`config.mk`:
```
export PLATFORM = sky130hd
export DESIGN_NAME = soft_mute_ctrl
export DESIGN_NICKNAME = d
export VERILOG_FILES = /design/src/rtl/mute_pkg.sv /design/src/rtl/mute_ramp_ctrl.sv /design/src/rtl/mute_scale_dp.sv /design/src/rtl/soft_mute_ctrl.sv
export SDC_FILE = /design/constraint.sdc
export NUM_CORES = 2
export LEC_CHECK = 0
export ABC_AREA = 1
export BUFFER_PORTS_ARGS = -buffer_cell sky130_fd_sc_hd__buf_4
export CAP_MARGIN = 5
export CORE_ASPECT_RATIO = 0.8
export CORE_MARGIN = 8
export CORE_UTILIZATION = 45
export CTS_CLUSTER_SIZE = 40
export DETAILED_ROUTE_END_ITERATION = 12
export PLACE_DENSITY_LB_ADDON = 0.1
export SLEW_MARGIN = 20
export SYNTH_ARGS = -nofsm -noshare
export SYNTH_HDL_FRONTEND = slang
export SYNTH_HIERARCHICAL = 1
export SYNTH_SLANG_ARGS = --single-unit
export TNS_END_PERCENT = 30
```
`constraint.sdc`:
```
create_clock -name clk -period 11.7 [get_ports clk]
set_clock_uncertainty 0.15 [all_clocks]
set_input_delay 2.925 -clock clk [delete_from_list [all_inputs] [get_ports clk]]
set_output_delay 2.925 -clock clk [all_outputs]
set_load 0.02 [all_outputs]
```
`src/rtl/mute_pkg.sv`:
```
package mute_pkg;
  localparam int GAIN_W    = 16;
  localparam int SEG_COUNT = 32;
  localparam int KNOT_W    = 6;

  typedef struct packed {
    logic              capture;
    logic              hardZero;
    logic              passThru;
    logic [GAIN_W-1:0] gain;
  } dpCtrl_t;

  // Raised-cosine gain at segment boundaries: 32767.5*(1+cos(pi*k/32)).
  function automatic logic [GAIN_W-1:0] cosKnot(input logic [KNOT_W-1:0] k);
    logic [GAIN_W-1:0] v;
    case (k)
      6'd0:  v = 16'd65535;  6'd1:  v = 16'd65377;  6'd2:  v = 16'd64905;
      6'd3:  v = 16'd64124;  6'd4:  v = 16'd63041;  6'd5:  v = 16'd61666;
      6'd6:  v = 16'd60013;  6'd7:  v = 16'd58097;  6'd8:  v = 16'd55938;
      6'd9:  v = 16'd53555;  6'd10: v = 16'd50972;  6'd11: v = 16'd48214;
      6'd12: v = 16'd45307;  6'd13: v = 16'd42279;  6'd14: v = 16'd39160;
      6'd15: v = 16'd35979;  6'd16: v = 16'd32768;  6'd17: v = 16'd29556;
      6'd18: v = 16'd26375;  6'd19: v = 16'd23256;  6'd20: v = 16'd20228;
      6'd21: v = 16'd17321;  6'd22: v = 16'd14563;  6'd23: v = 16'd11980;
      6'd24: v = 16'd9597;   6'd25: v = 16'd7438;   6'd26: v = 16'd5522;
      6'd27: v = 16'd3869;   6'd28: v = 16'd2494;   6'd29: v = 16'd1411;
      6'd30: v = 16'd630;    6'd31: v = 16'd158;
      default: v = 16'd0;
    endcase
    return v;
  endfunction
endpackage

```
`src/rtl/mute_ramp_ctrl.sv`:
```
module mute_ramp_ctrl
  import mute_pkg::*;
#(
  parameter int SEG_LEN = 32
) (
  input  logic    clk,
  input  logic    rstN,
  input  logic    sampleValid,
  input  logic    mutePin,
  input  logic    muteBit,
  input  logic    bypassBit,
  input  logic    pllLock,
  input  logic    decLock,
  output dpCtrl_t ctl,
  output logic    gainZero,
  output logic    hardNow
);
  localparam int SEG_BITS = $clog2(SEG_LEN);
  localparam int RAMP_LEN = SEG_COUNT * SEG_LEN;
  localparam int POS_W    = $clog2(RAMP_LEN + 1);
  localparam int PROD_W   = GAIN_W + SEG_BITS;

  logic [POS_W-1:0]    pos;
  logic                softReq;
  logic                atTop;
  logic [KNOT_W-1:0]   segIdx;
  logic [SEG_BITS-1:0] segFrac;
  logic [GAIN_W-1:0]   knotA;
  logic [GAIN_W-1:0]   knotB;

  function automatic logic [GAIN_W-1:0] interp(
    input logic [GAIN_W-1:0]   a,
    input logic [GAIN_W-1:0]   b,
    input logic [SEG_BITS-1:0] f
  );
    logic [PROD_W-1:0] drop;
    drop = PROD_W'(a - b) * PROD_W'(f);
    return a - drop[PROD_W-1:SEG_BITS];
  endfunction

  assign softReq  = mutePin | muteBit;
  assign gainZero = (pos == POS_W'(RAMP_LEN));
  assign atTop    = (pos == '0);
  assign hardNow  = !(pllLock && decLock) && !bypassBit;
  assign segIdx   = KNOT_W'(pos >> SEG_BITS);
  assign segFrac  = pos[SEG_BITS-1:0];
  assign knotA    = cosKnot(segIdx);
  assign knotB    = cosKnot(segIdx + KNOT_W'(1));

  always_comb begin
    ctl.capture  = sampleValid;
    ctl.hardZero = hardNow;
    ctl.passThru = atTop;
    ctl.gain     = interp(knotA, knotB, segFrac);
  end

  always_ff @(posedge clk) begin
    if (!rstN) begin
      pos <= POS_W'(RAMP_LEN);
    end else if (sampleValid) begin
      if (softReq && !gainZero)   pos <= pos + POS_W'(1);
      else if (!softReq && !atTop) pos <= pos - POS_W'(1);
    end
  end

  // position stays inside the ramp
  a_r1_pos_bound: assert property (@(posedge clk) disable iff (!rstN)
    pos <= POS_W'(RAMP_LEN));
  // one step toward zero gain per requested sample
  a_r1_step_down: assert property (@(posedge clk) disable iff (!rstN)
    sampleValid && (mutePin || muteBit) && pos != POS_W'(RAMP_LEN)
    |=> pos == $past(pos) + POS_W'(1));
  // one step back toward full gain per released sample
  a_r4_step_up: assert property (@(posedge clk) disable iff (!rstN)
    sampleValid && !(mutePin || muteBit) && pos != '0
    |=> pos == $past(pos) - POS_W'(1));
  // no strobe, no movement
  a_r1_hold: assert property (@(posedge clk) disable iff (!rstN)
    !sampleValid |=> $stable(pos));
endmodule

```
`src/rtl/mute_scale_dp.sv`:
```
module mute_scale_dp
  import mute_pkg::*;
#(
  parameter int DATA_W = 24
) (
  input  logic              clk,
  input  logic              rstN,
  input  dpCtrl_t           ctl,
  input  logic [DATA_W-1:0] leftIn,
  input  logic [DATA_W-1:0] rightIn,
  output logic              outValid,
  output logic [DATA_W-1:0] leftOut,
  output logic [DATA_W-1:0] rightOut
);
  localparam int CHANS  = 2;
  localparam int PROD_W = DATA_W + GAIN_W + 1;

  function automatic logic [DATA_W-1:0] scaleSample(
    input logic [DATA_W-1:0] s,
    input logic [GAIN_W-1:0] g
  );
    logic signed [PROD_W-1:0] prod;
    logic signed [PROD_W-1:0] biased;
    prod   = PROD_W'($signed(s)) * $signed(PROD_W'({1'b0, g}));
    biased = prod[PROD_W-1] ? prod + $signed(PROD_W'((1 << GAIN_W) - 1)) : prod;
    return biased[GAIN_W+DATA_W-1:GAIN_W];
  endfunction

  logic [DATA_W-1:0] chIn  [CHANS];
  logic [DATA_W-1:0] chOut [CHANS];

  assign chIn[0]  = leftIn;
  assign chIn[1]  = rightIn;
  assign leftOut  = chOut[0];
  assign rightOut = chOut[1];

  for (genvar c = 0; c < CHANS; c++) begin : g_chan
    always_ff @(posedge clk) begin
      if (!rstN) begin
        chOut[c] <= '0;
      end else if (ctl.capture) begin
        if (ctl.hardZero)      chOut[c] <= '0;
        else if (ctl.passThru) chOut[c] <= chIn[c];
        else                   chOut[c] <= scaleSample(chIn[c], ctl.gain);
      end
    end
  end

  always_ff @(posedge clk) begin
    if (!rstN) outValid <= 1'b0;
    else       outValid <= ctl.capture;
  end

  // a hard-muted sample leaves as zero on both channels
  a_r6_hard_zero: assert property (@(posedge clk) disable iff (!rstN)
    ctl.capture && ctl.hardZero |=> leftOut == '0 && rightOut == '0);
  // full gain passes the sample unchanged
  a_r5_pass_thru: assert property (@(posedge clk) disable iff (!rstN)
    ctl.capture && ctl.passThru && !ctl.hardZero
    |=> leftOut == $past(leftIn) && rightOut == $past(rightIn));
  // outputs hold between strobes
  a_r11_hold: assert property (@(posedge clk) disable iff (!rstN)
    !ctl.capture |=> $stable(leftOut) && $stable(rightOut) && !outValid);
  // valid follows a strobe by one cycle
  a_r11_valid: assert property (@(posedge clk) disable iff (!rstN)
    ctl.capture |=> outValid);
endmodule

```
`src/rtl/soft_mute_ctrl.sv`:
```
module soft_mute_ctrl
  import mute_pkg::*;
#(
  parameter int DATA_W  = 24,
  parameter int SEG_LEN = 32
) (
  input  logic              clk,
  input  logic              rstN,
  input  logic              sampleValid,
  input  logic [DATA_W-1:0] leftIn,
  input  logic [DATA_W-1:0] rightIn,
  input  logic              mutePin,
  input  logic              muteBit,
  input  logic              bypassBit,
  input  logic              pllLock,
  input  logic              decLock,
  input  logic              pcmDetect,
  output logic              outValid,
  output logic [DATA_W-1:0] leftOut,
  output logic [DATA_W-1:0] rightOut,
  output logic              muteFlag,
  output logic              lockOut
);
  dpCtrl_t ctl;
  logic    gainZero;
  logic    hardNow;

  mute_ramp_ctrl #(.SEG_LEN(SEG_LEN)) ctrl_i (
    .clk(clk), .rstN(rstN), .sampleValid(sampleValid),
    .mutePin(mutePin), .muteBit(muteBit), .bypassBit(bypassBit),
    .pllLock(pllLock), .decLock(decLock),
    .ctl(ctl), .gainZero(gainZero), .hardNow(hardNow)
  );

  mute_scale_dp #(.DATA_W(DATA_W)) dp_i (
    .clk(clk), .rstN(rstN), .ctl(ctl),
    .leftIn(leftIn), .rightIn(rightIn),
    .outValid(outValid), .leftOut(leftOut), .rightOut(rightOut)
  );

  assign muteFlag = gainZero | hardNow;
  assign lockOut  = pllLock & decLock & pcmDetect;

  // combined status never high without PCM data
  a_r8_no_pcm_low: assert property (@(posedge clk) disable iff (!rstN)
    !pcmDetect |-> !lockOut);
endmodule

```
# --- Yosys cells after proc, flatten, opt, wreduce, memory -nomap -nowiden ---
# Memory sizes are Yosys's and may differ from the RTL's. A register that Yosys moved wholly into a read port is not among the register bits.
# Index checks and enable logic that the tools add are counted.
classes:
  add_sub_neg: 7
  n_mul: 3
  eq_ne: 1
  n_mux: 29
  bitwise_logic: 10
  reduce_logical: 12
ops:
  columns: ["cell", "n"]
  rows:
  - ["24-bit two-way mux", 6]
  - ["24-bit by 17-bit multiplier with 41-bit output", 2]
  - ["40-bit by 17-bit adder with 40-bit output (second input constant)", 2]
  - ["40-bit two-way mux", 2]
  - ["16-bit two-way mux", 2]
  - ["11-bit two-way mux", 2]
  - ["21-bit by 5-bit multiplier with 21-bit output", 1]
  - ["16-bit by 16-bit subtractor with 17-bit output", 1]
  - ["16-bit subtractor", 1]
  - ["1-bit two-way mux", 15]
  - ["11-bit by 1-bit adder with 11-bit output (second input constant)", 1]
  - ["11-bit equality test (second input constant)", 1]
  - ["11-bit zero test", 1]
  - ["11-bit by 1-bit subtractor with 11-bit output (second input constant)", 1]
  - ["5-bit two-way mux", 2]
  - ["1-bit OR", 8]
  - ["6-bit by 1-bit adder with 6-bit output (second input constant)", 1]
  - ["1-bit zero test", 5]
  - ["1-bit logical AND", 4]
  - ["1-bit bitwise AND", 2]
  - ["2-bit AND reduction", 1]
  - ["2-bit nonzero test", 1]
word_totals:
  ff_bits: 12
  mem_bits_rw: 48
  mem_bits_ro: 1024
  inputBits: 57
  output_inout_bits: 51
  elab_cells: 67
  memories: 3
mem_list:
  columns: ["name", "words", "width", "read_ports", "rd_ports_with_merged_regs", "wr", "line", "source"]
  rows:
  - ["(no name shown)", 32, 16, 1, 0, 0, "mute_pkg.sv:16", "case (k)"]
  - ["(no name shown)", 32, 16, 1, 1, 0, "mute_pkg.sv:16", null]
  - ["dp_i.chOut", 2, 24, 2, 0, 2, "mute_scale_dp.sv:30", "logic [DATA_W-1:0] chOut [CHANS];"]

# --- Depth between registers and ports, before layout ---
logic_depth:
  word_depth: 10
  depth_mapped: 82
  mapped_depth_nobuf: 80

# --- Cells and area by module ---
# Netlist, hierarchy kept.
modules_own_cells:
  columns: ["mod", "n_inst", "cells_per_inst", "area_each_um2", "seq_area_each_um2"]
  rows:
  - ["mute_scale_dp", 1, 4585, 33623.5, 1461.4]
  - ["mute_ramp_ctrl", 1, 1209, 7548.5, 540.5]
  - ["soft_mute_ctrl", 1, 4, 17.5, 0.0]

# --- Least setup slack after synthesis ---
# Ideal clock, no wire load.
synth_path:
  kind: "reg-to-reg"
  from: "register ctrl_i.pos[5]"
  to: "memory dp_i.chOut[1][20], data pin"
  setup_time_ps: 253
  t_arrival_ps: 12527
  required_ps: 11297
  setup_slack_ps: -1230
  stages_incl_launch_ff: 67
  n_path_buf: 4
  synth_period_minus_slack_ps: 12930
  path_cell_list: "dfxtp_1 > ha_1 > nand2_1 > nand2_1 > inv_1 > or2_2 > nand2_1 > o21ai_0 > a31oi_1 > a211oi_1 > ha_1 > fa_1 > inv_1 > nand3_1 > nand2_1 > nand2_1 > nand2_1 > a21oi_1 > [... 31 more ...] > inv_1 > fa_1 > inv_1 > ha_1 > nand2_1 > nor2_1 > inv_1 > nor2_1 > inv_1 > nor3_1 > nand3_1 > nand3_1 > xnor2_1 > buf_2 > buf_2 > nand4_1 > nand3_1 > nand2_1"
synth_lines:
  columns: ["item", "line", "source"]
  rows:
  - ["start, declared", "mute_ramp_ctrl.sv:23", "logic [POS_W-1:0] pos;"]
  - ["start signal, assigned", "mute_ramp_ctrl.sv:59", "pos <= POS_W'(RAMP_LEN);"]
  - ["start signal, assigned", "mute_ramp_ctrl.sv:61", "if (softReq && !gainZero) pos <= pos + POS_W'(1);"]
  - ["start signal, assigned", "mute_ramp_ctrl.sv:62", "else if (!softReq && !atTop) pos <= pos - POS_W'(1);"]
  - ["end, declared", "mute_scale_dp.sv:30", null]

==> run_results.csv <==
group,metric,value,unit
run_status,outcome,"finished with violations",
run_status,violations,"negative setup slack",
critical_path,cp.arrival,13130,ps
critical_path,critPathKind,"flip-flop to flip-flop",
synth,synth_warnings,6,
sta,whs,542,ps
sta,rsz0062_at_grt,"true",
synth,synth-compound-area-share,4.49,%
critical_path,crit_family,"adder cells",
sta,hold_violations,0,
clock_network,clock_sink_count,76,
die,ioPinCount,108,
sta,worstMarginPinSlew,1020,ps
route,drtIter0Drc,2550,
critical_path,crit_buf_inv,18,
synth,syn_area_per_cell,7.10,µm²
sta,finalCriticalPeriod,13140,ps
clock_network,clk_latency,390,ps
grt,grt_pass1_wl,207,mm
sta,slew_viol_final,0,
synth,synthTopCellsByArea,"fa_1, inv_1, nand2_1, ha_1, edfxtp_1",
synth,synth_top_family_by_area,"adder cells",
final_layout,syn_to_final_growth,30.8,%
synth,synth_most_common_cell,"inv_1",
synth,synth_area,41200,µm²
route,postRouteAntennaNets,0,
sta,maxSlewHeadroom,31.6,%
die,dieArea,102000,µm²
route,vias,38055,
die,core,90900,µm²
die,num_rows,99,
critical_path,start_kind,"flip-flop",
placed_design,dp_hpwl,106,mm
grt,antenna_found_initial,1,
grt,gr-total-overflow,0,
critical_path,crit_top_cell,"fa_1",
synth,netlist_instances,5798,
grt,grt_pass1_vias,38524,
sta,fmax,76.1,MHz
job,maxCapViolCount,0,
sta,layout_setup_ws,-1440,ps
final_layout,drive_gt1_share,26.5,%
sta,fin_crit_sh,112,%
synth,synth_common_cells,"inv_1, nand2_1, fa_1, ha_1, nor2_1",
grt,grtUsageTotal,25.2,%
route,wire_per_inst,16.7,µm
synth,synth_xor_xnor_area_share,1.74,%
die,fp.dieH,287,µm
final_layout,diodes,0,
critical_path,critPathMaxFanout,7,
critical_path,crit_required,11690,ps
placed_design,dpl.cell_count,7637,
route,via_per_inst,4.90,
synth,synth_nets,6953,
final_layout,finalNetCount,7705,
final_layout,fillers,8598,
worst_hold_path,hold_class,"flip-flop to flip-flop",
synth,yosysSeqAreaShare,4.86,%
synth,ys_ff_latch,76,
route,dr.pass1.iters,6,
clock_network,numCtsBuffers,9,
critical_path,crit_path_end_kind,"flip-flop",
synth,yosys.area_share.adder,48.0,%
die,die_w,354,µm
placed_design,port_buffers,107,
grt,grt_max_degree,49,
critical_path,crit_path_top_delay_cell,"fa_1",
placed_design,gp_congestion,0.936,
critical_path,cp_slowest_stage_delay,560,ps
clock_network,clk_pin_slew_worst_paths,80,ps
final_layout,fin_cells,7767,
clock_network,cts-htree-levels,3,
critical_path,reg2reg_slack,-1440,ps
synth,yosysUniqueCellTypes,52,
clock_network,cts_tree,"done",
clock_network,clock_path_buffers,2,
die,initial_core_util,45.3,%
clock_network,root_buffer,"clkbuf_16",
route,drc,0,
sta,setup_violations,48,
synth,synth_top_area_share,39.1,%
synth,yosysTopAreaCell,"fa_1",
synth,yosys.area_share.simple,23.5,%
synth,synthFlopType,"edfxtp_1",
synth,synthMuxAreaShare,0,%
synth,synth_enable_flop_cells,48,
route,wirelength,130,mm
synth,synthArstFlopShare,0,%
==> cells by family (layout without fill, tap and decap cells) <==
logic type	count (synthesis)	count (layout)
buffers and inverters	1883	2639
AOI/OAI and AO/OA	341	341
and+or+nand+nor	2320	2320
adders and majority gates	1098	1098
xor gates and xnor gates	80	81
DFF	76	76
==> worst register-to-register path, delay by kind of cell, from the launching register on <==
kind | cells | cell delay [ps]
and+or+nand+nor | 22 | 2500
adders and majority gates | 15 | 6100
buffers and inverters | 18 | 1560
AOI/OAI and AO/OA | 11 | 1570
xor gates and xnor gates | 3 | 630
DFF | 1 | 400
==> metal layers <==
| metal | track usage [%] | vias up | share of wire [%] |
|---|---|---|---|
| met1 | 37.1 | 18594 | 47 |
| met5 | 0 | - | 0.0085 |
| li1 | - | 18274 | - |
| met3 | 3.32 | 133 | 6.2 |
| met4 | 4.79 | 2 | 2.0 |
| met2 | 39.8 | 1052 | 44 |
==> layout make-up <==
class | instances | area (µm²) | area share, %
clock buffer | 12 | 289 | 0.536
clock inverter | 4 | 32.5 | 0.0604
inverter | 1658 | 6250 | 11.6
multi-input combinational | 3840 | 35700 | 66.3
sequential | 76 | 2010 | 3.73
tap | 1212 | 1520 | 2.81
timing repair buffer | 965 | 8070 | 15.0
==> cell usage in the layout, fill, tap and decap left out, drive strengths merged <==
cell type,Yosys,final
dfxtp,28,28
ha,293,293
o31ai,4,4
nor2,309,309
xor2,50,50
a21o,3,3
or2,11,11
o21ai,124,124
buf,60,959
o221ai,2,2
nor4,5,5
nor3,38,38
a211oi,4,4
edfxtp,48,48
o21bai,9,9
o311ai,1,1
nor3b,2,2
a21boi,2,2
nand2,1604,1604
xnor2,30,31
a221oi,1,1
nand3,269,269
clkinv,3,4
a31oi,10,10
a22o,1,1
o211ai,15,15
inv,1655,1657
nand4,56,56
and2,3,3
o22ai,2,2
fa,805,805
clkinvlp,0,1
a21oi,163,163
nand3b,23,23
clkbuf,165,18
==> final timing paths <==
check,from,end,cells after the start
worst max-delay path,ctrl_i/pos[5],dp_i/chOut[1][20],69
worst min-delay path,ctrl_i/pos[10],ctrl_i/pos[10],3
worst max register to register,ctrl_i/pos[5],dp_i/chOut[1][20],69
worst min register to register,ctrl_i/pos[10],ctrl_i/pos[10],3
==> per-stage QoR <==
| stage | utilization [%] | area [µm²] | TNS (ps) | setup WS [ps] |
|---|---|---|---|---|
| floorplan | - | 42300 | -11580 | -342 |
| global placement | 54.7 | 49700 | -84220 | -1910 |
| detailed placement | 54.7 | 49700 | -84400 | -1940 |
| CTS | 56.8 | 51600 | -62350 | -1430 |
| global route | 59.3 | 53900 | -88160 | -1990 |
| finish | 59.3 | 53900 | -60690 | -1440 |
==> timing repair <==
item                                   in CTS  in global routing
gates cloned                                4                  7
gates resized for setup                   302                413
pin swaps                                 121                181
hold buffers                                0                  0
endpoints found under the hold margin       0                  0
buffers inserted                           42                 64
setup endpoints to repair                  48                 48
Power is not shown: default switching activity piles up to over one toggle a cycle in this logic, so the estimate is an artifact.
